`src/rtl/tx_ser_pkg.sv`:
```
package tx_ser_pkg;

    localparam int DATA_W    = 10;
    localparam int CMD_W     = 4;
    localparam int NIB_W     = 4;
    localparam int SYM_W     = 5;
    localparam int FRAME_W   = 12;
    localparam int SHORT_LEN = 10;
    localparam int LONG_LEN  = 12;
    localparam int CNT_W     = $clog2(LONG_LEN);

    typedef enum logic [1:0] {
        S_FILL = 2'd0,
        S_SEND = 2'd1,
        S_ERR  = 2'd2
    } ser_state_t;

    // {bypass, byte8}
    typedef enum logic [1:0] {
        FMT_ENC10 = 2'b00,
        FMT_ENC8  = 2'b01,
        FMT_PRE12 = 2'b10,
        FMT_PRE10 = 2'b11
    } char_fmt_t;

    function automatic logic [SYM_W-1:0] sym_data(input logic [NIB_W-1:0] nib);
        logic [SYM_W-1:0] s;
        unique case (nib)
            4'h0: s = 5'b11110;
            4'h1: s = 5'b01001;
            4'h2: s = 5'b10100;
            4'h3: s = 5'b10101;
            4'h4: s = 5'b01010;
            4'h5: s = 5'b01011;
            4'h6: s = 5'b01110;
            4'h7: s = 5'b01111;
            4'h8: s = 5'b10010;
            4'h9: s = 5'b10011;
            4'hA: s = 5'b10110;
            4'hB: s = 5'b10111;
            4'hC: s = 5'b11010;
            4'hD: s = 5'b11011;
            4'hE: s = 5'b11100;
            default: s = 5'b11101;
        endcase
        return s;
    endfunction

    // control symbols: the sixteen codes outside the data table, ascending
    function automatic logic [SYM_W-1:0] sym_ctrl(input logic [NIB_W-1:0] nib);
        logic [SYM_W-1:0] s;
        unique case (nib)
            4'h0: s = 5'b00000;
            4'h1: s = 5'b00001;
            4'h2: s = 5'b00010;
            4'h3: s = 5'b00011;
            4'h4: s = 5'b00100;
            4'h5: s = 5'b00101;
            4'h6: s = 5'b00110;
            4'h7: s = 5'b00111;
            4'h8: s = 5'b01000;
            4'h9: s = 5'b01100;
            4'hA: s = 5'b01101;
            4'hB: s = 5'b10000;
            4'hC: s = 5'b10001;
            4'hD: s = 5'b11000;
            4'hE: s = 5'b11001;
            default: s = 5'b11111;
        endcase
        return s;
    endfunction

endpackage

```
`src/rtl/tx_char_format.sv`:
```
module tx_char_format
    import tx_ser_pkg::*;
(
    input  logic [1:0]         fmt,
    input  logic [DATA_W-1:0]  data,
    input  logic [CMD_W-1:0]   cmd,
    input  logic               sel_cmd,
    output logic [FRAME_W-1:0] frame,
    output logic               long_char,
    output logic               fmt_ok
);

    logic [SYM_W-1:0] sym_hi;
    logic [SYM_W-1:0] sym_lo;

    assign sym_hi = sym_data(data[2*NIB_W-1:NIB_W]);
    assign sym_lo = sel_cmd ? sym_ctrl(cmd) : sym_data(data[NIB_W-1:0]);

    // frame[0] is the first bit on the line
    always_comb begin
        frame     = '0;
        long_char = 1'b0;
        fmt_ok    = 1'b1;
        unique case (char_fmt_t'(fmt))
            FMT_PRE10: begin
                frame = {2'b00, data};
            end
            FMT_PRE12: begin
                frame     = {cmd[1], cmd[0], data};
                long_char = 1'b1;
            end
            FMT_ENC8: begin
                for (int i = 0; i < SYM_W; i++) begin
                    frame[i]         = sym_hi[SYM_W-1-i];
                    frame[SYM_W + i] = sym_lo[SYM_W-1-i];
                end
            end
            default: begin
                fmt_ok = 1'b0;
            end
        endcase
    end

endmodule

```
`src/rtl/tx_shift_fsm.sv`:
```
module tx_shift_fsm
    import tx_ser_pkg::*;
#(
    parameter logic [FRAME_W-1:0] IDLE_PATTERN = 12'h555
) (
    input  logic               clk,
    input  logic               rst_n,
    input  logic               tx_en,
    input  logic               fmt_ok,
    input  logic [FRAME_W-1:0] frame,
    input  logic               long_char,
    output logic               ser_out,
    output logic               ready,
    output logic               fmt_err
);

    localparam logic [CNT_W-1:0] LAST_SHORT = CNT_W'(SHORT_LEN - 1);
    localparam logic [CNT_W-1:0] LAST_LONG  = CNT_W'(LONG_LEN - 1);

    ser_state_t         state_q, state_d;
    logic [CNT_W-1:0]   cnt_q, cnt_d;
    logic [CNT_W-1:0]   last_q, last_d;
    logic [FRAME_W-1:0] sreg_q, sreg_d;
    logic               at_last;
    logic               take;
    logic [CNT_W-1:0]   sel_last;

    assign at_last  = (cnt_q == last_q);
    assign sel_last = long_char ? LAST_LONG : LAST_SHORT;
    assign take     = tx_en && ready;

    // state register
    always_ff @(posedge clk or negedge rst_n) begin
        if (!rst_n) begin
            state_q <= S_FILL;
            cnt_q   <= '0;
            last_q  <= '0;
            sreg_q  <= '0;
        end else begin
            state_q <= state_d;
            cnt_q   <= cnt_d;
            last_q  <= last_d;
            sreg_q  <= sreg_d;
        end
    end

    // next state
    always_comb begin
        state_d = state_q;
        cnt_d   = cnt_q + CNT_W'(1);
        last_d  = last_q;
        sreg_d  = sreg_q >> 1;
        unique case (state_q)
            S_FILL: begin
                if (take) begin
                    state_d = S_SEND;
                    sreg_d  = frame;
                    cnt_d   = '0;
                    last_d  = sel_last;
                end else if (!fmt_ok) begin
                    state_d = S_ERR;
                    sreg_d  = '0;
                    cnt_d   = '0;
                end else if (at_last) begin
                    sreg_d = IDLE_PATTERN;
                    cnt_d  = '0;
                    last_d = sel_last;
                end
            end
            S_SEND: begin
                if (at_last) begin
                    cnt_d  = '0;
                    last_d = sel_last;
                    if (take) begin
                        sreg_d = frame;
                    end else if (!fmt_ok) begin
                        state_d = S_ERR;
                        sreg_d  = '0;
                    end else begin
                        state_d = S_FILL;
                        sreg_d  = IDLE_PATTERN;
                    end
                end
            end
            S_ERR: begin
                cnt_d  = '0;
                sreg_d = '0;
                if (fmt_ok) begin
                    state_d = S_FILL;
                    sreg_d  = IDLE_PATTERN;
                    last_d  = sel_last;
                end
            end
            default: begin
                state_d = S_FILL;
                cnt_d   = '0;
                last_d  = '0;
                sreg_d  = '0;
            end
        endcase
    end

    // outputs
    always_comb begin
        ser_out = sreg_q[0];
        fmt_err = (state_q == S_ERR);
        ready   = fmt_ok && ((state_q == S_FILL) || ((state_q == S_SEND) && at_last));
    end

endmodule

```
`src/rtl/tx_char_serializer.sv`:
```
module tx_char_serializer
    import tx_ser_pkg::*;
#(
    parameter logic [FRAME_W-1:0] IDLE_PATTERN = 12'h555
) (
    input  logic              clk,
    input  logic              rst_n,
    input  logic              tx_en,
    input  logic [DATA_W-1:0] tx_data,
    input  logic [CMD_W-1:0]  tx_cmd,
    input  logic              tx_sel_cmd,
    input  logic              mode_bypass,
    input  logic              mode_byte8,
    input  logic              flag_active_low,
    output logic              ser_out,
    output logic              ready,
    output logic              status_flag,
    output logic              mode_err
);

    logic [FRAME_W-1:0] frame;
    logic               long_char;
    logic               fmt_ok;

    tx_char_format u_format (
        .fmt       ({mode_bypass, mode_byte8}),
        .data      (tx_data),
        .cmd       (tx_cmd),
        .sel_cmd   (tx_sel_cmd),
        .frame     (frame),
        .long_char (long_char),
        .fmt_ok    (fmt_ok)
    );

    tx_shift_fsm #(
        .IDLE_PATTERN (IDLE_PATTERN)
    ) u_fsm (
        .clk       (clk),
        .rst_n     (rst_n),
        .tx_en     (tx_en),
        .fmt_ok    (fmt_ok),
        .frame     (frame),
        .long_char (long_char),
        .ser_out   (ser_out),
        .ready     (ready),
        .fmt_err   (mode_err)
    );

    assign status_flag = ready ^ flag_active_low;

endmodule

```
`config.mk`:
```
export PLATFORM = sky130hd
export DESIGN_NAME = tx_char_serializer
export DESIGN_NICKNAME = d
export VERILOG_FILES = /design/src/rtl/tx_ser_pkg.sv /design/src/rtl/tx_char_format.sv /design/src/rtl/tx_shift_fsm.sv /design/src/rtl/tx_char_serializer.sv
export SDC_FILE = /design/constraint.sdc
export NUM_CORES = 1
export LEC_CHECK = 0
export BUFFER_PORTS_ARGS = -buffer_cell sky130_fd_sc_hd__buf_4
export CAP_MARGIN = 20
export CORE_MARGIN = 5
export CORE_UTILIZATION = 29
export DETAILED_ROUTE_END_ITERATION = 8
export GPL_ROUTABILITY_DRIVEN = 0
export PLACE_DENSITY_LB_ADDON = 0.3
export SYNTH_ARGS = -nofsm -noshare
export SYNTH_HDL_FRONTEND = slang
export SYNTH_HIERARCHICAL = 1
export SYNTH_SLANG_ARGS = --single-unit
```
`constraint.sdc`:
```
create_clock -name clk -period 1.54 [get_ports clk]
set_input_delay 0.154 -clock clk [delete_from_list [all_inputs] [get_ports clk]]
set_output_delay 0.154 -clock clk [all_outputs]
set_load 0.01 [all_outputs]
```
# ---- After elaboration in Yosys (flattened, before gate mapping)
# Memories as Yosys holds them, arrays and structs flattened.
# Index checks and enable logic that the tools add are counted.
dict set report word_totals {
  word_cells 58
  reg_bits 22
  romBits 240
  inputBits 21
  mem_count 3
}
dict set report op_classes {
  eq_ne 11
  n_reduce_logical 9
  n_mux 29
  addsub 1
  n_bitwise 1
}
# name words width rd rd_clocked_by_memory_dff write_ports line
set mem_list {}
lappend mem_list {{(no name shown)} 16 5 1 0 0 tx_ser_pkg.sv:28} ;# unique case (nib)
lappend mem_list {{(no name shown)} 16 5 1 0 0 tx_ser_pkg.sv:52} ;# unique case (nib)
lappend mem_list {{(no name shown)} 16 5 1 0 0 tx_ser_pkg.sv:28}
# cell n
set op_table {}
lappend op_table {{12-bit 2-to-1 mux} 4}
lappend op_table {{12-bit one-hot mux with 3 select lines} 1}
lappend op_table {{4-bit 2-to-1 mux} 7}
lappend op_table {{11-bit 2-to-1 mux} 2}
lappend op_table {{10-bit one-hot mux with 2 select lines} 1}
lappend op_table {{2-bit 2-to-1 mux} 8}
lappend op_table {{4-bit one-hot mux with 3 select lines} 1}
lappend op_table {{4-bit one-hot mux with 2 select lines} 1}
lappend op_table {{2-bit == test, second input constant} 3}
lappend op_table {{2-bit one-hot mux with 3 select lines} 1}
lappend op_table {{5-bit 2-to-1 mux} 1}
lappend op_table {{4-bit by 1-bit adder with 4-bit output, second input constant} 1}
lappend op_table {{2-bit by 1-bit == test with 1-bit output, second input constant} 2}
lappend op_table {{4-bit == test} 1}
lappend op_table {{2-bit by 1-bit != test with 1-bit output, second input constant} 2}
lappend op_table {{4-bit AND reduction} 1}
lappend op_table {{1-bit logical AND} 3}
lappend op_table {{3-bit by 1-bit != test with 1-bit output, second input constant} 1}
lappend op_table {{3-bit != test, second input constant} 1}
lappend op_table {{3-bit OR reduction} 1}
lappend op_table {{2-bit zero test} 1}
lappend op_table {{1-bit 2-to-1 mux} 2}
lappend op_table {{2-bit != test, second input constant} 1}
lappend op_table {{2-bit AND reduction} 1}
lappend op_table {{other kinds (3)} 3}

# ---- Longest topological paths before layout
# Gate-level depths: netlist of the first run.
dict set report logic_depth {
  ltp_word 8
  depth_mapped 7
}

# ---- Modules after synthesis
# Netlist of the first run, hierarchy kept.
# module instances area_per_inst_um2 cells_each seq_area_each_um2
set modules_own_cells {}
lappend modules_own_cells {tx_shift_fsm 1 1161.1 110 550.5}
lappend modules_own_cells {tx_char_format 1 410.4 72 0.0}
lappend modules_own_cells {tx_char_serializer 1 8.8 1 0.0}

# ---- Least setup slack after synthesis of the first run
# No wires, ideal clock.
dict set report synth_timing {
  path_type {reg-to-output}
  from {register u_fsm.last_q[1]}
  to {output port status_flag}
  path_stages_with_launch 5
  slack_ns -0.044
  t_arrival_ns 1.430
  cell_sequence {dfrtp_1 > xnor2_1 > nand4_1 > a21oi_2 > xor2_1}
}
dict set report synth_via {
  elab_chain_cells 5
}
# element line
set synth_lines {}
lappend synth_lines {{start: declaration} tx_shift_fsm.sv:22} ;# logic [CNT_W-1:0] last_q, last_d;
lappend synth_lines {{start signal: assignment} tx_shift_fsm.sv:42} ;# last_q <= last_d;
lappend synth_lines {{4-bit == test} tx_shift_fsm.sv:28} ;# assign at_last = (cnt_q == last_q);
lappend synth_lines {{1-bit logical AND} tx_shift_fsm.sv:107} ;# ready = fmt_ok && ((state_q == S_FILL) || ((state_q == S_SEND) && at_last));
lappend synth_lines {{1-bit logical OR} tx_shift_fsm.sv:107}
lappend synth_lines {{1-bit logical AND} tx_shift_fsm.sv:107}
lappend synth_lines {{net ready} tx_char_serializer.sv:16} ;# output logic ready,
lappend synth_lines {{1-bit XOR} tx_char_serializer.sv:49} ;# assign status_flag = ready ^ flag_active_low;
lappend synth_lines {{end: declaration} tx_char_serializer.sv:17} ;# output logic status_flag,
# The timed path passes the listed nets, and every way through them passes these cells.

# ---- Worst setup path in the final report of the first run
dict set report layout_timing {
  from {register u_fsm.cnt_q[0]}
  to {output port status_flag}
}
dict set report layout_via {
  elab_chain_cells 5
}
# element line
set layout_lines {}
lappend layout_lines {{start: declaration} tx_shift_fsm.sv:21} ;# logic [CNT_W-1:0] cnt_q, cnt_d;
lappend layout_lines {{start signal: assignment} tx_shift_fsm.sv:41} ;# cnt_q <= cnt_d;
lappend layout_lines {{4-bit == test} tx_shift_fsm.sv:28}
lappend layout_lines {{1-bit logical AND} tx_shift_fsm.sv:107}
lappend layout_lines {{1-bit logical OR} tx_shift_fsm.sv:107}
lappend layout_lines {{1-bit logical AND} tx_shift_fsm.sv:107}
lappend layout_lines {{1-bit XOR} tx_char_serializer.sv:49}
# No other way between the ends.

==> out/qor.yml, run 1 <==
run_status:
  status: "complete, but fails checks"
  violations: "setup timing"
logic_synthesis:
  synthFlopType: "dfrtp_1"
  synth_top_cell_by_area: "dfrtp_1"
  ys_seq_area_frac: 0.3484
  synth-compound-area-share: 0.3112
  synthArstFlopShare: 1.000
  synth_warnings: 6
  synth_mux_area_frac: 0.01900
  synth_edf_count: 0
  synth_area_um2: 1580
  synth_cells: 183
  synth-seq-cells: 22
  synth_cell_type_count: 41
  synth.avg_cell_area_um2: 8.635
  synth-simple-area-share: 0.1766
  yosys.area.top_type_share: 0.3484
  ys_top_cells_by_area: "dfrtp_1 35%, ha_1 4.8%, a32o_1 3.8%"
  post_synth_fa_ha_maj_area_fraction: 0.04751
  synth_top_family_by_area: "compound AO/OA/AOI/OAI gates"
  synth_xor_area_frac: 0.04434
  synth_nets: 210
placed_design:
  place_ws_ps: -15.54
  place_area_um2: 1967
  dpl.hpwl_um: 3140
  port_buffers: 24
  dpl.cell_count: 288
sta:
  setup_tns_ps: -634.6
  rsz0062_at_grt: "yes"
  min_period_ps: 1765
  skew_ps: 7.117
  layout_setup_ws_ps: -225.0
  fmax_mhz: 566.6
  slew_violations: 0
  worst_pin_slew_ps: 471.1
  final_hold_viol_count: 0
  relSlewSlack: 0.6853
  setup_viol: 11
  min_period_over_period: 1.146
power:
  ir_drop_uv: 686.7
  power_leakage_nw: 0.9822
  total_power_mw: 3.411
  powerDensity_nw_per_um2: 1565
detailed_routing:
  viasPerCell: 5.279
  routed_wl_um: 4330
  drc_errors: 0
  drt-wirelength-per-cell_um: 14.58
  dr.first_iter.drc_count: 58
  vias: 1568
  first_pass_iters: 4
  ant_nets: 0
grt:
  gr-total-overflow: 0
  track_usage: 0.1214
  grt_pass1_wl_um: 7079
  grt_pass1_vias: 1515
  antenna_found_initial: 0
  grt_max_degree: 23
critical_path:
  start_kind: "flop"
  worst-path-buf-inv: 1
  worstPathCellList: "xnor2_2, nand4_1, a21oi_4, xor2_1, buf_4"
  cpPeakStageDelay_ps: 420
  cp_top_family: "flip-flops"
  critPathCaptureType: "primary output"
  slowest_stage: "dfrtp_1"
  path_class: "flop to primary output"
  cp_data_arrival_time_ps: 1610
  crit_fanout: 2
  crit_required_ps: 1390
die:
  fp.dieArea_um2: 7026
  fp.dieH_um: 83.82
  io_pins: 25
  die_width_um: 83.82
  core_um2: 5205
  initial_core_util: 0.3036
  num_rows: 26
cts:
  cts_root_buf: "clkbuf_8"
  cts.clk_slew.worst_paths_ps: 80
  insertion_delay_ps: 260
  cts_tree: "yes"
  cts_sinks: 22
  cts_buffers: 3
  cts_buffer_depth: 2
  htreeDepth: 1
final_layout:
  final_cell_area_um2: 2180
  syn_to_final_growth_pct: 37.93
  fill_cells: 533
  layout.nets: 255
  n_antenna_cell: 0
  instances_no_fill: 297
  drive_gt1_frac: 0.3172
run:
  max_cap_violations: 0
min_path:
  hp-class: "input port to flop"
==> synthesized netlist by cell type, types with 2 or more instances <==
| cell type | n |
|---|---|
| and3_1 | 2 |
| a31oi_1 | 9 |
| nor2b_1 | 4 |
| nor2_1 | 14 |
| o21ai_0 | 12 |
| a2bb2oi_1 | 2 |
| mux2i_1 | 3 |
| a32o_1 | 6 |
| o21a_1 | 8 |
| xor2_1 | 3 |
| o211ai_1 | 2 |
| buf_2 | 2 |
| o31ai_1 | 3 |
| nand2_1 | 16 |
| o221ai_1 | 5 |
| nor3_1 | 3 |
| nand3_1 | 3 |
| clkbuf_2 | 2 |
| dfrtp_1 | 22 |
| a21boi_0 | 2 |
| inv_1 | 8 |
| ha_1 | 6 |
| a21oi_1 | 9 |
| and2_1 | 4 |
| o22ai_1 | 6 |
| o311ai_0 | 2 |
| clkbuf_1 | 5 |
| nand2b_1 | 3 |
| xnor2_1 | 5 |
==> where the power goes <==
group          switching [mW]  leakage (nW)  internal, mW
Sequential              0.151         0.286         0.793
Combinational           0.938         0.661         0.990
Clock                   0.191        0.0357         0.347
==> worst paths after layout <==
check / startpoint / endpoint / slack [ps] / cells past startpoint
max in group asynchronous: rst_n / u_fsm/state_q[0] / 1010 / 2
min in group asynchronous: rst_n / u_fsm/sreg_q[9] / 310 / 2
max: u_fsm/cnt_q[0] / status_flag / -220 / 5
min reg2reg: u_fsm/sreg_q[6] / u_fsm/sreg_q[5] / 470 / 1
max reg2reg: u_fsm/cnt_q[0] / u_fsm/last_q[3] / -60 / 6
min: tx_en / u_fsm/sreg_q[11] / 240 / 2
==> registers in the layout (all words and copies together) (netlist names) <==
register,cells
u_fsm/sreg_q,12
u_fsm/cnt_q,4
u_fsm/last_q,4
u_fsm/state_q,2
==> cell families after synthesis <==
logic type	after synthesis
xor+xnor	8
flops	22
simple gates	55
fa+ha+maj	6
compound gates	70
mux	3
buf+inv	19
==> timing repair <==
action	in CTS	in global routing
resized for setup	6	11
pin swaps	3	3
cloned	0	0
buffers inserted	2	3
endpoints found under the hold margin	22	0
endpoints found under the setup margin	4	17
hold buffers	1	0
==> per-layer routing <==
layer  global-route usage  wire [um]  vias up
met1               0.1629       2076      758
met2               0.2039       2055       43
met5                    0          0        -
met3              0.02863        164        4
li1                     -          -      763
met4              0.01462         34        0
==> cells in the final DEF (no fill, tap or decap), drive strengths merged, types with 2 or more instances in the layout <==
master,instances
a21boi,2
a21oi,10
a2bb2oi,2
a31oi,9
a32o,6
and2,4
and3,2
buf,50
clkbuf,3
dfrtp,22
ha,6
inv,8
mux2i,3
nand2,16
nand2b,3
nand3,3
nor2,14
nor2b,4
nor3,4
o211ai,2
o21a,8
o21ai,12
o221ai,5
o22ai,6
o311ai,2
o31ai,3
or3,2
xnor2,5
xor2,3
==> stage by stage <==
| step | util | hold WS (ps) |
|---|---|---|
| 2_1_floorplan | - | -141.6 |
| 3_3_place_gp | 0.3779 | 57.05 |
| 3_5_place_dp | 0.3779 | 60.97 |
| 4_1_cts | 0.4017 | 233.8 |
| 5_1_grt | 0.4188 | 229.5 |
| 6_report | 0.4188 | 238.1 |
==> layout make-up <==
type,count,area (um2),share of cell area
multi-input cells,142,1051,0.4822
flip-flops and latches,22,550.5,0.2526
repair buffers,51,389.1,0.1785
well taps,70,87.58,0.04018
clock buffers,3,41.29,0.01894
clock inverters,1,30.03,0.01378
inverters,8,30.03,0.01378
No activity file was read; power rests on OpenSTA's default activity.
==> run 2: changes to the inputs <==
==> constraint.sdc (replaced) <==
create_clock -name clk -period 1.54 [get_ports clk]
set_input_delay 0.077 -clock clk [delete_from_list [all_inputs] [get_ports clk]]
set_output_delay 0.077 -clock clk [all_outputs]
set_load 0.01 [all_outputs]
==> out/qor.yml, run 2 (synthesis gave the netlist of run 1 again) <==
run_status:
  status: "complete, but fails checks"
  violations: "setup timing"
power:
  power.switching_mw: 1.243
  clkPwrFrac: 0.127
  p_int_mw: 1.993
  pwr-share-seq: 0.298
  ir_drop_uv: 555.4
  p_comb_frac: 0.575
  p_sw_frac: 0.3841
  power_leakage_nw: 0.9684
  powerDensity_nw_per_um2: 1517
die:
  core_um2: 5205
  num_rows: 26
  fp.dieH_um: 83.82
  fp.dieArea_um2: 7026
  die_width_um: 83.82
  io_pins: 25
  initial_core_util: 0.3036
grt:
  grt_max_degree: 23
  grt_pass1_wl_um: 7065
  gr-total-overflow: 0
  antenna_found_initial: 0
  grt_pass1_vias: 1491
  track_usage: 0.1195
critical_path:
  slowest_stage: "dfrtp_1"
  crit_path_frequent_cell: "buf_6"
  critPathCaptureType: "primary output"
  path_class: "flop to primary output"
  crit_fanout: 3
  start_kind: "flop"
  cpPeakStageDelay_ps: 430
  cp_data_arrival_time_ps: 1640
  worstPathCellList: "xnor2_2, nand4_1, a21oi_2, buf_4, buf_6, buf_6"
  reg2reg_slack_ps: -70
  crit_required_ps: 1460
sta:
  setup_viol: 11
  rsz0062_at_grt: "yes"
  worst_pin_slew_ps: 533.8
  fmax_mhz: 580.8
  layout_setup_ws_ps: -181.9
  min_period_ps: 1722
  final_hold_viol_count: 0
  min_period_over_period: 1.118
  setup_tns_ps: -706.1
  relSlewSlack: 0.6434
  skew_ps: 1.511
  slew_violations: 0
final_layout:
  final_cell_mix: "45 x buf_4, 22 x dfrtp_1, 15 x nand2_1"
  fill_cells: 532
  layout.nets: 254
  largest-register: "u_fsm/sreg_q"
  final_common_cell: "buf_4"
  drive_gt1_frac: 0.2965
  syn_to_final_growth_pct: 35.00
  largest_reg_flops: 12
  n_antenna_cell: 0
  reg_top3: "u_fsm/sreg_q x12, u_fsm/cnt_q x4, u_fsm/last_q x4"
detailed_routing:
  drc_errors: 0
  viasPerCell: 5.176
  dr.first_iter.drc_count: 66
  first_pass_iters: 4
  routed_wl_um: 4402
  vias: 1532
  ant_nets: 0
  drt-wirelength-per-cell_um: 14.87
cts:
  htreeDepth: 1
  insertion_delay_ps: 260
  cts_root_buf: "clkbuf_8"
  cts_buffers: 3
  cts.clk_slew.worst_paths_ps: 80
  cts_sinks: 22
  cts_buffer_depth: 2
  cts_tree: "yes"
min_path:
  hp-class: "input port to flop"
run:
  max_cap_violations: 0
placed_design:
  place_ws_ps: -41.08
  port_buffers: 24
  dpl.hpwl_um: 3176
==> run 2: cell types whose count changed in the layout (fill, tap and decap cells not counted), moves of 3 or more <==
cell	previous run	this run
buf_4	49	45
o221ai_1	1	5
o221ai_2	4	0
buf_6	1	4
==> run 2: power by group through the flow <==
| stage | Combinational (mW) | Clock (mW) | Sequential (mW) |
|---|---|---|---|
| 2_1_floorplan | 1.02 | 0 | 0.905 |
| 3_3_place_gp | 1.54 | 0 | 0.934 |
| 3_5_place_dp | 1.54 | 0 | 0.933 |
| 4_1_cts | 1.65 | 0.425 | 0.926 |
| 5_1_grt | 2.03 | 0.443 | 0.978 |
| 6_report | 1.86 | 0.410 | 0.964 |
==> run 2: path summary, 6_finish.rpt <==
check                                        end  cells after the start       startpoint
worst max-delay path                       ready                      6  u_fsm/last_q[3]
worst min register to register   u_fsm/sreg_q[3]                      1  u_fsm/sreg_q[4]
min in group asynchronous         u_fsm/cnt_q[0]                      2            rst_n
worst min-delay path             u_fsm/sreg_q[5]                      2            tx_en
worst max register to register  u_fsm/sreg_q[11]                      7  u_fsm/last_q[3]
max in group asynchronous        u_fsm/sreg_q[6]                      2            rst_n
==> run 2: metal layers <==
metal | wire length, um | GRT usage | up-vias
li1 | - | - | 765
met1 | 2110 | 0.1655 | 723
met2 | 2082 | 0.1960 | 40
met3 | 186 | 0.02665 | 4
met4 | 22 | 0.01316 | 0
met5 | 0 | 0 | -
==> run 2: critical path, delay by kind of cell, from the launching register on <==
kind / cells / cell delay (ps)
buffers and inverters: 3 / 330
DFF: 1 / 430
xor gates and xnor gates: 1 / 210
and+or+nand+nor: 1 / 170
AOI/OAI and AO/OA: 1 / 260
==> run 2: layout make-up <==
| type | instances | area [um2] | share of cell area |
|---|---|---|---|
| multi-input combinational | 142 | 1017 | 0.4768 |
| clock buffer | 4 | 55.05 | 0.02581 |
| timing repair buffer | 50 | 392.9 | 0.1842 |
| sequential | 22 | 550.5 | 0.2581 |
| tap | 70 | 87.58 | 0.04106 |
| inverter | 8 | 30.03 | 0.01408 |
==> run 2: timing repair <==
item	4_1_cts	5_1_grt
endpoints found under the setup margin	7	16
buffers inserted	2	4
hold buffers	1	0
endpoints found under the hold margin	22	0
gates cloned	0	0
pin swaps	2	10
resized for setup	5	10
==> run 2: metrics by stage <==
| stage | area [um2] | util | hold slack, ps | total power [mW] | instances |
|---|---|---|---|---|---|
| global route | 2133 | 0.4099 | 138.0 | 3.452 | 296 |
| floorplan | 1580 | - | -218.6 | 1.923 | 183 |
| global placement | 1944 | 0.3736 | -10.98 | 2.472 | 286 |
| CTS | 2047 | 0.3933 | 133.6 | 2.998 | 293 |
| finish | 2133 | 0.4099 | 149.7 | 3.236 | 296 |
| detailed placement | 1944 | 0.3736 | -14.45 | 2.476 | 286 |
